===== src/rtl/flash_cmd_pkg.sv =====
// Shared types and command codes for the flash command decoder.
// Assumes command codes sit in the low byte of the write data.
package flash_cmd_pkg;

    typedef enum logic [3:0] {
        S_IDLE,
        S_UNL1,
        S_UNL2,
        S_PROG,
        S_ESET,
        S_EUNL1,
        S_EUNL2,
        S_AUTO
    } seq_state_t;

    // Strobe bundle, one bit per command outcome.
    typedef struct packed {
        logic reset;
        logic autosel;
        logic prog;
        logic prog_rej;
        logic chip;
        logic sect;
        logic susp;
        logic resume;
    } strobe_t;

    localparam logic [7:0] CMD_UNLK_A   = 8'hAA;
    localparam logic [7:0] CMD_UNLK_B   = 8'h55;
    localparam logic [7:0] CMD_AUTOSEL  = 8'h90;
    localparam logic [7:0] CMD_PROGRAM  = 8'hA0;
    localparam logic [7:0] CMD_ERASE    = 8'h80;
    localparam logic [7:0] CMD_CHIP     = 8'h10;
    localparam logic [7:0] CMD_SECT     = 8'h30;
    localparam logic [7:0] CMD_SUSPEND  = 8'hB0;
    localparam logic [7:0] CMD_READ     = 8'hF0;
    localparam logic [7:0] MFR_CODE     = 8'hC2;

    // First unlock address for the selected addressing mode.
    function automatic logic [11:0] unlock_a_addr(input logic word);
        return word ? 12'h555 : 12'hAAA;
    endfunction

    // Second unlock address for the selected addressing mode.
    function automatic logic [11:0] unlock_b_addr(input logic word);
        return word ? 12'h2AA : 12'h555;
    endfunction

endpackage


===== src/rtl/fcd_wr_detect.sv =====
// Write-cycle qualifier: produces a one-cycle pulse on the first clock
// where chip enable and write enable are active and output enable is not.
// Assumes the bus inputs are already synchronous to clk.
module fcd_wr_detect (
    input  logic clk,
    input  logic rst_n,
    input  logic ce_n,
    input  logic we_n,
    input  logic oe_n,
    output logic wr_fire
);
    logic wr_cond;
    logic wr_prev;

    // Qualify the bus state as a write.
    always_comb wr_cond = !ce_n && !we_n && oe_n;

    // Remember the previous write condition for edge detection.
    always_ff @(posedge clk) begin
        if (!rst_n) wr_prev <= 1'b1;
        else        wr_prev <= wr_cond;
    end

    // Fire only when the condition newly appears.
    always_comb wr_fire = wr_cond && !wr_prev;

    p_single_fire_r1: assert property (@(posedge clk) disable iff (!rst_n)
        wr_fire |=> !wr_fire);

endmodule


===== src/rtl/fcd_seq_fsm.sv =====
// Command sequence tracker. Follows the unlock prefix and the command
// cycles and registers one strobe per completed command, along with the
// operation address and the merged program data.
// Assumes wr_fire is a single-cycle pulse that is valid with addr and wdata.
module fcd_seq_fsm
    import flash_cmd_pkg::*;
#(
    parameter int ADDR_W = 18,
    parameter int DATA_W = 16,
    parameter int SECT_W = 3,
    localparam int NSECT = 1 << SECT_W
) (
    input  logic              clk,
    input  logic              rst_n,
    input  logic              wr_fire,
    input  logic              word_mode,
    input  logic [ADDR_W-1:0] addr,
    input  logic [DATA_W-1:0] wdata,
    input  logic [DATA_W-1:0] arr_q,
    input  logic [NSECT-1:0]  sect_prot,
    input  logic              op_busy,
    output strobe_t           stb,
    output logic [ADDR_W-1:0] op_addr,
    output logic [DATA_W-1:0] op_data,
    output logic              autosel_mode
);
    seq_state_t state, nxt_state;
    strobe_t    nxt_stb;
    logic [7:0] cmd;
    logic       at_a, at_b, prot_hit;

    // Decode the command byte, unlock-address matches and sector protection.
    always_comb begin
        cmd      = wdata[7:0];
        at_a     = addr[11:0] == unlock_a_addr(word_mode);
        at_b     = addr[11:0] == unlock_b_addr(word_mode);
        prot_hit = sect_prot[addr[ADDR_W-1 -: SECT_W]];
    end

    // Work out the next sequence step and the strobe for this write.
    always_comb begin
        nxt_state = state;
        nxt_stb   = '0;
        if (wr_fire) begin
            if (op_busy) begin
                nxt_stb.susp = (cmd == CMD_SUSPEND);
            end else if (cmd == CMD_READ) begin
                nxt_stb.reset = 1'b1;
                nxt_state     = S_IDLE;
            end else begin
                nxt_state = S_IDLE;
                unique case (state)
                    S_IDLE: begin
                        if (cmd == CMD_UNLK_A && at_a) nxt_state = S_UNL1;
                        nxt_stb.susp   = (cmd == CMD_SUSPEND);
                        nxt_stb.resume = (cmd == CMD_SECT);
                    end
                    S_UNL1: if (cmd == CMD_UNLK_B && at_b) nxt_state = S_UNL2;
                    S_UNL2: if (at_a) begin
                        if (cmd == CMD_AUTOSEL) begin
                            nxt_state       = S_AUTO;
                            nxt_stb.autosel = 1'b1;
                        end else if (cmd == CMD_PROGRAM) begin
                            nxt_state = S_PROG;
                        end else if (cmd == CMD_ERASE) begin
                            nxt_state = S_ESET;
                        end
                    end
                    S_PROG: begin
                        nxt_stb.prog     = !prot_hit;
                        nxt_stb.prog_rej = prot_hit;
                    end
                    S_ESET:  if (cmd == CMD_UNLK_A && at_a) nxt_state = S_EUNL1;
                    S_EUNL1: if (cmd == CMD_UNLK_B && at_b) nxt_state = S_EUNL2;
                    S_EUNL2: begin
                        nxt_stb.chip = (cmd == CMD_CHIP) && at_a;
                        nxt_stb.sect = (cmd == CMD_SECT);
                    end
                    S_AUTO:  nxt_state = S_AUTO;
                    default: nxt_state = S_IDLE;
                endcase
            end
        end
    end

    // Register the state, strobes and operation payload.
    always_ff @(posedge clk) begin
        if (!rst_n) begin
            state   <= S_IDLE;
            stb     <= '0;
            op_addr <= '0;
            op_data <= '0;
        end else begin
            state <= nxt_state;
            stb   <= nxt_stb;
            if (wr_fire && !op_busy) begin
                op_addr <= addr;
                op_data <= arr_q & wdata;
            end
        end
    end

    // Expose autoselect mode to the read path.
    always_comb autosel_mode = (state == S_AUTO);

    p_one_strobe_r11: assert property (@(posedge clk) disable iff (!rst_n)
        $onehot0(stb));
    p_strobe_after_write_r11: assert property (@(posedge clk) disable iff (!rst_n)
        (stb != '0) |-> $past(wr_fire));
    p_busy_blocks_r9: assert property (@(posedge clk) disable iff (!rst_n)
        (stb.reset || stb.prog || stb.chip || stb.sect || stb.autosel) |-> !$past(op_busy));
    p_prog_unprot_r6: assert property (@(posedge clk) disable iff (!rst_n)
        stb.prog |-> !$past(prot_hit));
    p_auto_enter_r3: assert property (@(posedge clk) disable iff (!rst_n)
        $rose(autosel_mode) |-> stb.autosel);

endmodule


===== src/rtl/fcd_autosel_rd.sv =====
// Autoselect read data: manufacturer code, device code and per-sector
// protection bit, selected by the low address offset and addressing mode.
// Assumes the read data is only meaningful while autoselect mode is active.
module fcd_autosel_rd
    import flash_cmd_pkg::*;
#(
    parameter int          ADDR_W = 18,
    parameter int          DATA_W = 16,
    parameter int          SECT_W = 3,
    parameter logic [15:0] DEV_ID = 16'h22AB,
    localparam int         NSECT  = 1 << SECT_W
) (
    input  logic              autosel_mode,
    input  logic              word_mode,
    input  logic [ADDR_W-1:0] addr,
    input  logic [NSECT-1:0]  sect_prot,
    output logic [DATA_W-1:0] rdata
);
    logic [7:0] ofs;
    logic       prot;

    // Select the identification or protection value for this offset.
    always_comb begin
        ofs   = addr[7:0];
        prot  = sect_prot[addr[ADDR_W-1 -: SECT_W]];
        rdata = '0;
        if (autosel_mode) begin
            if (word_mode) begin
                unique case (ofs)
                    8'h00:   rdata[7:0]  = MFR_CODE;
                    8'h01:   rdata[15:0] = DEV_ID;
                    8'h02:   rdata[0]    = prot;
                    default: rdata       = '0;
                endcase
            end else begin
                unique case (ofs)
                    8'h00:   rdata[7:0] = MFR_CODE;
                    8'h02:   rdata[7:0] = DEV_ID[7:0];
                    8'h04:   rdata[0]   = prot;
                    default: rdata      = '0;
                endcase
            end
        end
    end

    always_comb begin
        if (!autosel_mode) p_quiet_outside_r4: assert (rdata == '0);
    end

endmodule


===== src/rtl/flash_cmd_decoder.sv =====
// Top of the flash command decoder: write qualification, sequence
// tracking and the autoselect read path.
// Assumes all bus inputs are synchronous to clk.
module flash_cmd_decoder
    import flash_cmd_pkg::*;
#(
    parameter int          ADDR_W = 18,
    parameter int          DATA_W = 16,
    parameter int          SECT_W = 3,
    parameter logic [15:0] DEV_ID = 16'h22AB,
    localparam int         NSECT  = 1 << SECT_W
) (
    input  logic              clk,
    input  logic              rst_n,
    input  logic              ce_n,
    input  logic              we_n,
    input  logic              oe_n,
    input  logic              word_mode,
    input  logic [ADDR_W-1:0] addr,
    input  logic [DATA_W-1:0] wdata,
    input  logic [DATA_W-1:0] arr_q,
    input  logic [NSECT-1:0]  sect_prot,
    input  logic              op_busy,
    output logic              stb_reset,
    output logic              stb_autosel,
    output logic              stb_prog,
    output logic              stb_prog_rej,
    output logic              stb_chip_erase,
    output logic              stb_sect_erase,
    output logic              stb_suspend,
    output logic              stb_resume,
    output logic [ADDR_W-1:0] op_addr,
    output logic [DATA_W-1:0] op_data,
    output logic              autosel_mode,
    output logic [DATA_W-1:0] rdata
);
    logic    wr_fire;
    strobe_t stb;

    fcd_wr_detect u_wr (
        .clk     (clk),
        .rst_n   (rst_n),
        .ce_n    (ce_n),
        .we_n    (we_n),
        .oe_n    (oe_n),
        .wr_fire (wr_fire)
    );

    fcd_seq_fsm #(.ADDR_W(ADDR_W), .DATA_W(DATA_W), .SECT_W(SECT_W)) u_seq (
        .clk          (clk),
        .rst_n        (rst_n),
        .wr_fire      (wr_fire),
        .word_mode    (word_mode),
        .addr         (addr),
        .wdata        (wdata),
        .arr_q        (arr_q),
        .sect_prot    (sect_prot),
        .op_busy      (op_busy),
        .stb          (stb),
        .op_addr      (op_addr),
        .op_data      (op_data),
        .autosel_mode (autosel_mode)
    );

    fcd_autosel_rd #(.ADDR_W(ADDR_W), .DATA_W(DATA_W), .SECT_W(SECT_W),
                     .DEV_ID(DEV_ID)) u_rd (
        .autosel_mode (autosel_mode),
        .word_mode    (word_mode),
        .addr         (addr),
        .sect_prot    (sect_prot),
        .rdata        (rdata)
    );

    // Fan the strobe bundle out to named ports.
    always_comb begin
        stb_reset      = stb.reset;
        stb_autosel    = stb.autosel;
        stb_prog       = stb.prog;
        stb_prog_rej   = stb.prog_rej;
        stb_chip_erase = stb.chip;
        stb_sect_erase = stb.sect;
        stb_suspend    = stb.susp;
        stb_resume     = stb.resume;
    end

endmodule


===== config.mk =====
export PLATFORM = sky130hd
export DESIGN_NAME = flash_cmd_decoder
export DESIGN_NICKNAME = d
export VERILOG_FILES = /design/src/rtl/flash_cmd_pkg.sv /design/src/rtl/fcd_wr_detect.sv /design/src/rtl/fcd_seq_fsm.sv /design/src/rtl/fcd_autosel_rd.sv /design/src/rtl/flash_cmd_decoder.sv
export SDC_FILE = /design/constraint.sdc
export NUM_CORES = 1
export LEC_CHECK = 0
export BUFFER_PORTS_ARGS = -buffer_cell sky130_fd_sc_hd__buf_2
export CORE_MARGIN = 1
export CORE_UTILIZATION = 40
export DETAILED_ROUTE_END_ITERATION = 12
export GPL_TIMING_DRIVEN = 0
export PLACE_DENSITY = 0.74
export SETUP_SLACK_MARGIN = 0.2
export SLEW_MARGIN = 40
export SYNTH_ARGS = -nofsm -noshare
export SYNTH_HDL_FRONTEND = slang
export SYNTH_SLANG_ARGS = --single-unit

===== constraint.sdc =====
create_clock -name clk -period 2.6 [get_ports clk]
set_input_delay 0.26 -clock clk [delete_from_list [all_inputs] [get_ports clk]]
set_output_delay 0.26 -clock clk [all_outputs]
set_load 0.02 [all_outputs]

# Word level (Yosys, flattened, before mapping)
# Index checks and enable logic that the tools add are counted.
classes:
  reduce_logical: 21
  n_mux: 26
  eq_ne: 21
  bitwise: 9
  magnitude_cmp: 1
op_table:
  columns: ["op", "count"]
  rows:
  - ["== test 8 bit (second input constant)", 6]
  - ["one-hot mux 7 bit (2 select lines)", 2]
  - ["== test 12 bit", 2]
  - ["one-hot mux 4 bit (6 select lines)", 1]
  - ["AND 16 bit", 1]
  - ["== test 4 x 3 -> 1 bit (second input constant)", 4]
  - ["two-way mux 16 bit", 1]
  - ["OR reduction 5 bit", 3]
  - ["two-way mux 14 bit", 1]
  - ["two-way mux 12 bit", 1]
  - ["two-way mux 3 bit", 4]
  - ["two-way mux 4 bit", 3]
  - ["two-way mux 11 bit", 1]
  - ["== test 4 x 2 -> 1 bit (second input constant)", 2]
  - ["== test 8 x 1 -> 1 bit (second input constant)", 1]
  - ["== test 8 x 2 -> 1 bit (second input constant)", 1]
  - ["== test 8 x 3 -> 1 bit (second input constant)", 1]
  - ["== test 8 x 5 -> 1 bit (second input constant)", 1]
  - ["== test 8 x 6 -> 1 bit (second input constant)", 1]
  - ["== test 8 x 7 -> 1 bit (second input constant)", 1]
  - ["logical NOT 8 bit", 1]
  - ["NOT 1 bit", 8]
  - ["logical AND 1 bit", 7]
  - ["two-way mux 2 bit", 3]
  - ["11 further kinds", 21]
word_totals:
  out_inout_bits: 59
  reg_bits: 47
  input_bits: 65
  elab_cells: 90

# Depth between registers and ports, before layout
depth:
  ltp_word: 7
  mapped_depth: 7
  mapped_depth_nobuf: 6

# Modules after synthesis
# A second synthesis with hierarchy kept.
hier_totals:
  cells_unflattened: 292
  hier_area_um2: 2441.1
modules_own_cells:
  columns: ["mod", "seq_area_each_um2", "n_inst", "cells_each", "area_per_inst_um2"]
  rows:
  - ["fcd_seq_fsm", 900.9, 1, 256, 2137.0]
  - ["fcd_autosel_rd", 0.0, 1, 32, 267.8]
  - ["fcd_wr_detect", 20.0, 1, 4, 36.3]

# Worst setup path before layout
# Ideal clock, no wire load.
synth_timing:
  path_type: "reg-to-output"
  start: "register u_seq.state[2]"
  end: "output rdata[7]"
  n_path_buf: 2
  t_required_ns: 2.340
  stages_incl_launch_ff: 7
  path_slack_ns: -0.017
  t_arrival_ns: 2.357
  path_cell_list: "dfxtp_1 > clkbuf_1 > nand3_1 > or4_1 > or2_1 > a211oi_1 > buf_4"
synth_via:
  elab_chain_cells: 2
synth_rtl:
  columns: ["item", "line_no", "text"]
  rows:
  - ["start: declaration", "fcd_seq_fsm.sv:27", "seq_state_t state, nxt_state;"]
  - ["start signal: assignment", "fcd_seq_fsm.sv:94", "state <= nxt_state;"]
  - ["== test 4 x 3 -> 1 bit", "fcd_seq_fsm.sv:104", "always_comb autosel_mode = (state == S_AUTO);"]
  - ["two-way mux 16 bit", "fcd_autosel_rd.sv:27", "if (autosel_mode) begin"]
  - ["end: declaration", "flash_cmd_decoder.sv:35", "output logic [DATA_W-1:0] rdata"]
# Every way passes these cells.

# Worst setup path after layout
layout_timing:
  start: "register u_seq.state[0]"
  end: "output rdata[7]"
# The elaborated chain is that of the path after synthesis.

==> results by group <==
Finish
  – FF/Latch Area: 923 sq um
  – Fillers: 516
  – Finished Core Util: 0.576
  – Layout cells sized above 1: 0.378
  – Nets: 469
  – Inserted Diodes: 0
  – Design area: 3150 sq um
  – Layout area overhead: 38.9%
  – Area occupied by multi-input gates: 1240 sq um

Worst setup path
  – Crit end category: primary output
  – CP Cell Sequence: buf_8 > nand3_4 > or4_4 > or2_4 > a211oi_4 > buf_4 > buf_6
  – WS Path Type: register to primary output
  – Critical Path Max Stage Delay: 0.49 ns
  – CP required: 2.34 ns
  – Reg2Reg Launch Point: u_wr.wr_prev
  – CP arrival: 2.06 ns
  – Crit path launch type: register
  – CP Max Fanout: 6
  – Crit path max-delay cell type: or4_4
  – Setup crit start: u_seq.state[0]

Timing
  – Fin crit period: 2.32 ns
  – Final Hold Viols: 0
  – Hold slack final: 0.160 ns
  – Fmax: 430 MHz
  – Final setup fails: 0
  – Fin crit share: 0.894
  – RSZ-0062 raised after global routing: false
  – Skew final: 0.0108 ns
  – Final slew viol count: 0
  – Setup TNS: 0 ns

Die
  – Rows: 27
  – Core box area: 5470 sq um
  – Starting Density: 0.414
  – Die area: 5980 sq um
  – Die X: 77.3 um
  – Ports: 124
  – Die height: 77.3 um

Pwr
  – Lkg Pwr: 1.36 nW
  – Power density of the placed cells: 448 nW/um^2
  – Worst VDD drop: 234 uV

Routing
  – DRT antenna net count: 0
  – Vias per cell: 4.99
  – Violation count after the first detailed-route iteration: 120
  – Vias post-DR: 2,381
  – Total Wirelength: 6230 um
  – Drt wl/cell: 13.1 um
  – Pre-Repair DR Iteration Count: 6
  – DRC viols: 0

Placement
  – Detailed-placement wirelength estimate: 4750 um
  – Placed cell areas: 2950 sq um
  – IO buf count: 111
  – RD Place Congestion: 0.868

Synthesis
  – Register area share after synthesis: 0.406
  – Avg Cell Area, Syn: 8.28 sq um
  – Post-synth top area cell: dfxtp_1
  – Post-Syn Instances: 274
  – Unique masters post-synth: 42
  – Synth top area cells: dfxtp_1, a21boi_0, nand2_1
  – Share of Yosys cell area claimed by the top area cell type: 0.406
  – Synth warn: 0
  – Cell area after synthesis: 2270 sq um
  – #FFs+latches synth: 46

Global routing
  – Grt ovf: 0
  – First-pass GRT wire length: 9890 um
  – Tot GR Track Use: 0.209
  – Initial antenna violation count: 0
  – Pin count of the biggest net entering global routing: 15
  – Vias in the first global route: 2,133

Clocking
  – CTS Buffer Depth: 2
  – H-tree Lvls: 2
  – Num CTS Buffers: 5
  – Clock sink total: 46
  – Clock Latency Late Sink: 0.30 ns
  – CTS tree: done
  – Worst-path clk slew: 0.09 ns
  – Clock Root Buffer: clkbuf_8

Min path
  – HP Class: primary input to register
  – Worst Min Path Start: oe_n

Job
  – Maxcap violations: 0

Outcome
  – Status: finished, final reports clean
[routing by layer]
layer | GRT usage | share of wire
met5 | 0 | 0
met1 | 0.264 | 0.44
met3 | 0.0488 | 0.061
met2 | 0.349 | 0.49
met4 | 0.0660 | 0.0064
[power by group]
part / switching, mW / internal, mW / total [mW]
Combinational: 0.0960 / 0.0784 / 0.174
Clock: 0.239 / 0.287 / 0.526
Sequential: 0.00261 / 0.710 / 0.712
[state kept, by name (all words and copies together), names as in the netlist]
| name | cells |
|---|---|
| u_seq.op_addr | 18 |
| u_seq.op_data | 16 |
| u_seq.state | 3 |
| u_seq.stb | 8 |
| u_wr.wr_prev | 1 |
[cell type report]
class / count / area share
multi-input cells: 203 / 0.395
flip-flops and latches: 46 / 0.293
repair buffers: 116 / 0.190
plain buffers: 30 / 0.0560
well taps: 72 / 0.0286
clock buffers: 6 / 0.0230
clock inverters: 2 / 0.0119
inverters: 2 / 0.00238
[critical path, delay by kind of cell, from the launching register on]
kind	cells	cell delay, ns
and+or+nand+nor	3	0.86
DFF	1	0.34
AOI/OAI and AO/OA	1	0.22
buffers and inverters	3	0.35
[cell families (layout without fill, tap and decap cells)]
group | count (synthesis) | count (layout) | share of synthesized area
XOR/XNOR | 3 | 3 | 0.0116
AND/OR/NAND/NOR | 140 | 140 | 0.327
buffers and inverters | 32 | 156 | 0.0712
AO/OA/AOI/OAI | 49 | 49 | 0.158
flip-flops | 46 | 46 | 0.406
other | 1 | 8 | 0.00165
multiplexers | 3 | 3 | 0.0248
[final timing paths]
check,to,slack (ns),depth (start not counted)
worst min register to register,u_seq.op_data[13],0.46,2
worst max register to register,u_seq.state[1],0.65,6
worst max-delay path,rdata[7],0.28,7
worst min-delay path,u_wr.wr_prev,0.16,3
[metrics by stage]
stage	setup slack, ns	power (mW)	std cells
4_1_cts	0.218	1.42	472
6_report	0.275	1.41	477
3_5_place_dp	0.165	0.900	464
5_1_grt	0.197	1.48	477
3_3_place_gp	0.223	0.897	464
2_1_floorplan	0.225	0.817	281
[what timing repair did]
action	4_1_cts	5_1_grt
hold buffers	0	0
endpoints found under the setup margin	7	4
endpoints found under the hold margin	0	0
setup buffers	0	5
pin swaps	1	3
resized for setup	9	8
[cells in the final DEF (no fill, tap or decap), types with 7 or more instances in the layout]
| cell type | n |
|---|---|
| a21boi_0 | 34 |
| buf_2 | 110 |
| buf_4 | 16 |
| clkbuf_1 | 15 |
| conb_1 | 8 |
| dfxtp_1 | 44 |
| nand2_1 | 61 |
| nand3_1 | 21 |
| nor2_1 | 8 |
| nor3_1 | 7 |
[cells in the mapped netlist]
library cell  number
or4b_4             2
mux2_2             1
a2111o_1           1
or4_1              4
nor3_1             7
nor2_1             8
nor3b_1            5
xor2_1             1
or2_1              3
nor4_1             4
clkbuf_1          16
nor4_2             2
nand3_2            1
nand2_1           61
mux4_2             2
buf_4             11
conb_1             1
nor2b_1            1
nor2_8             1
nand4b_1           2
a21oi_1            2
nand3_1           22
a21boi_0          34
nand4_1            3
inv_1              2
or2_2              2
nand3b_1           2
o21a_1             2
buf_1              3
nor4b_1            2
o211ai_1           2
nor4bb_1           1
a32oi_1            1
nand2b_1           4
a22o_1             1
and3b_1            1
o21ai_0            4
dfxtp_1           46
xnor2_1            2
or3_1              2
a31oi_1            1
a211oi_1           1
Note: power is estimated with default switching activity, not from simulation.
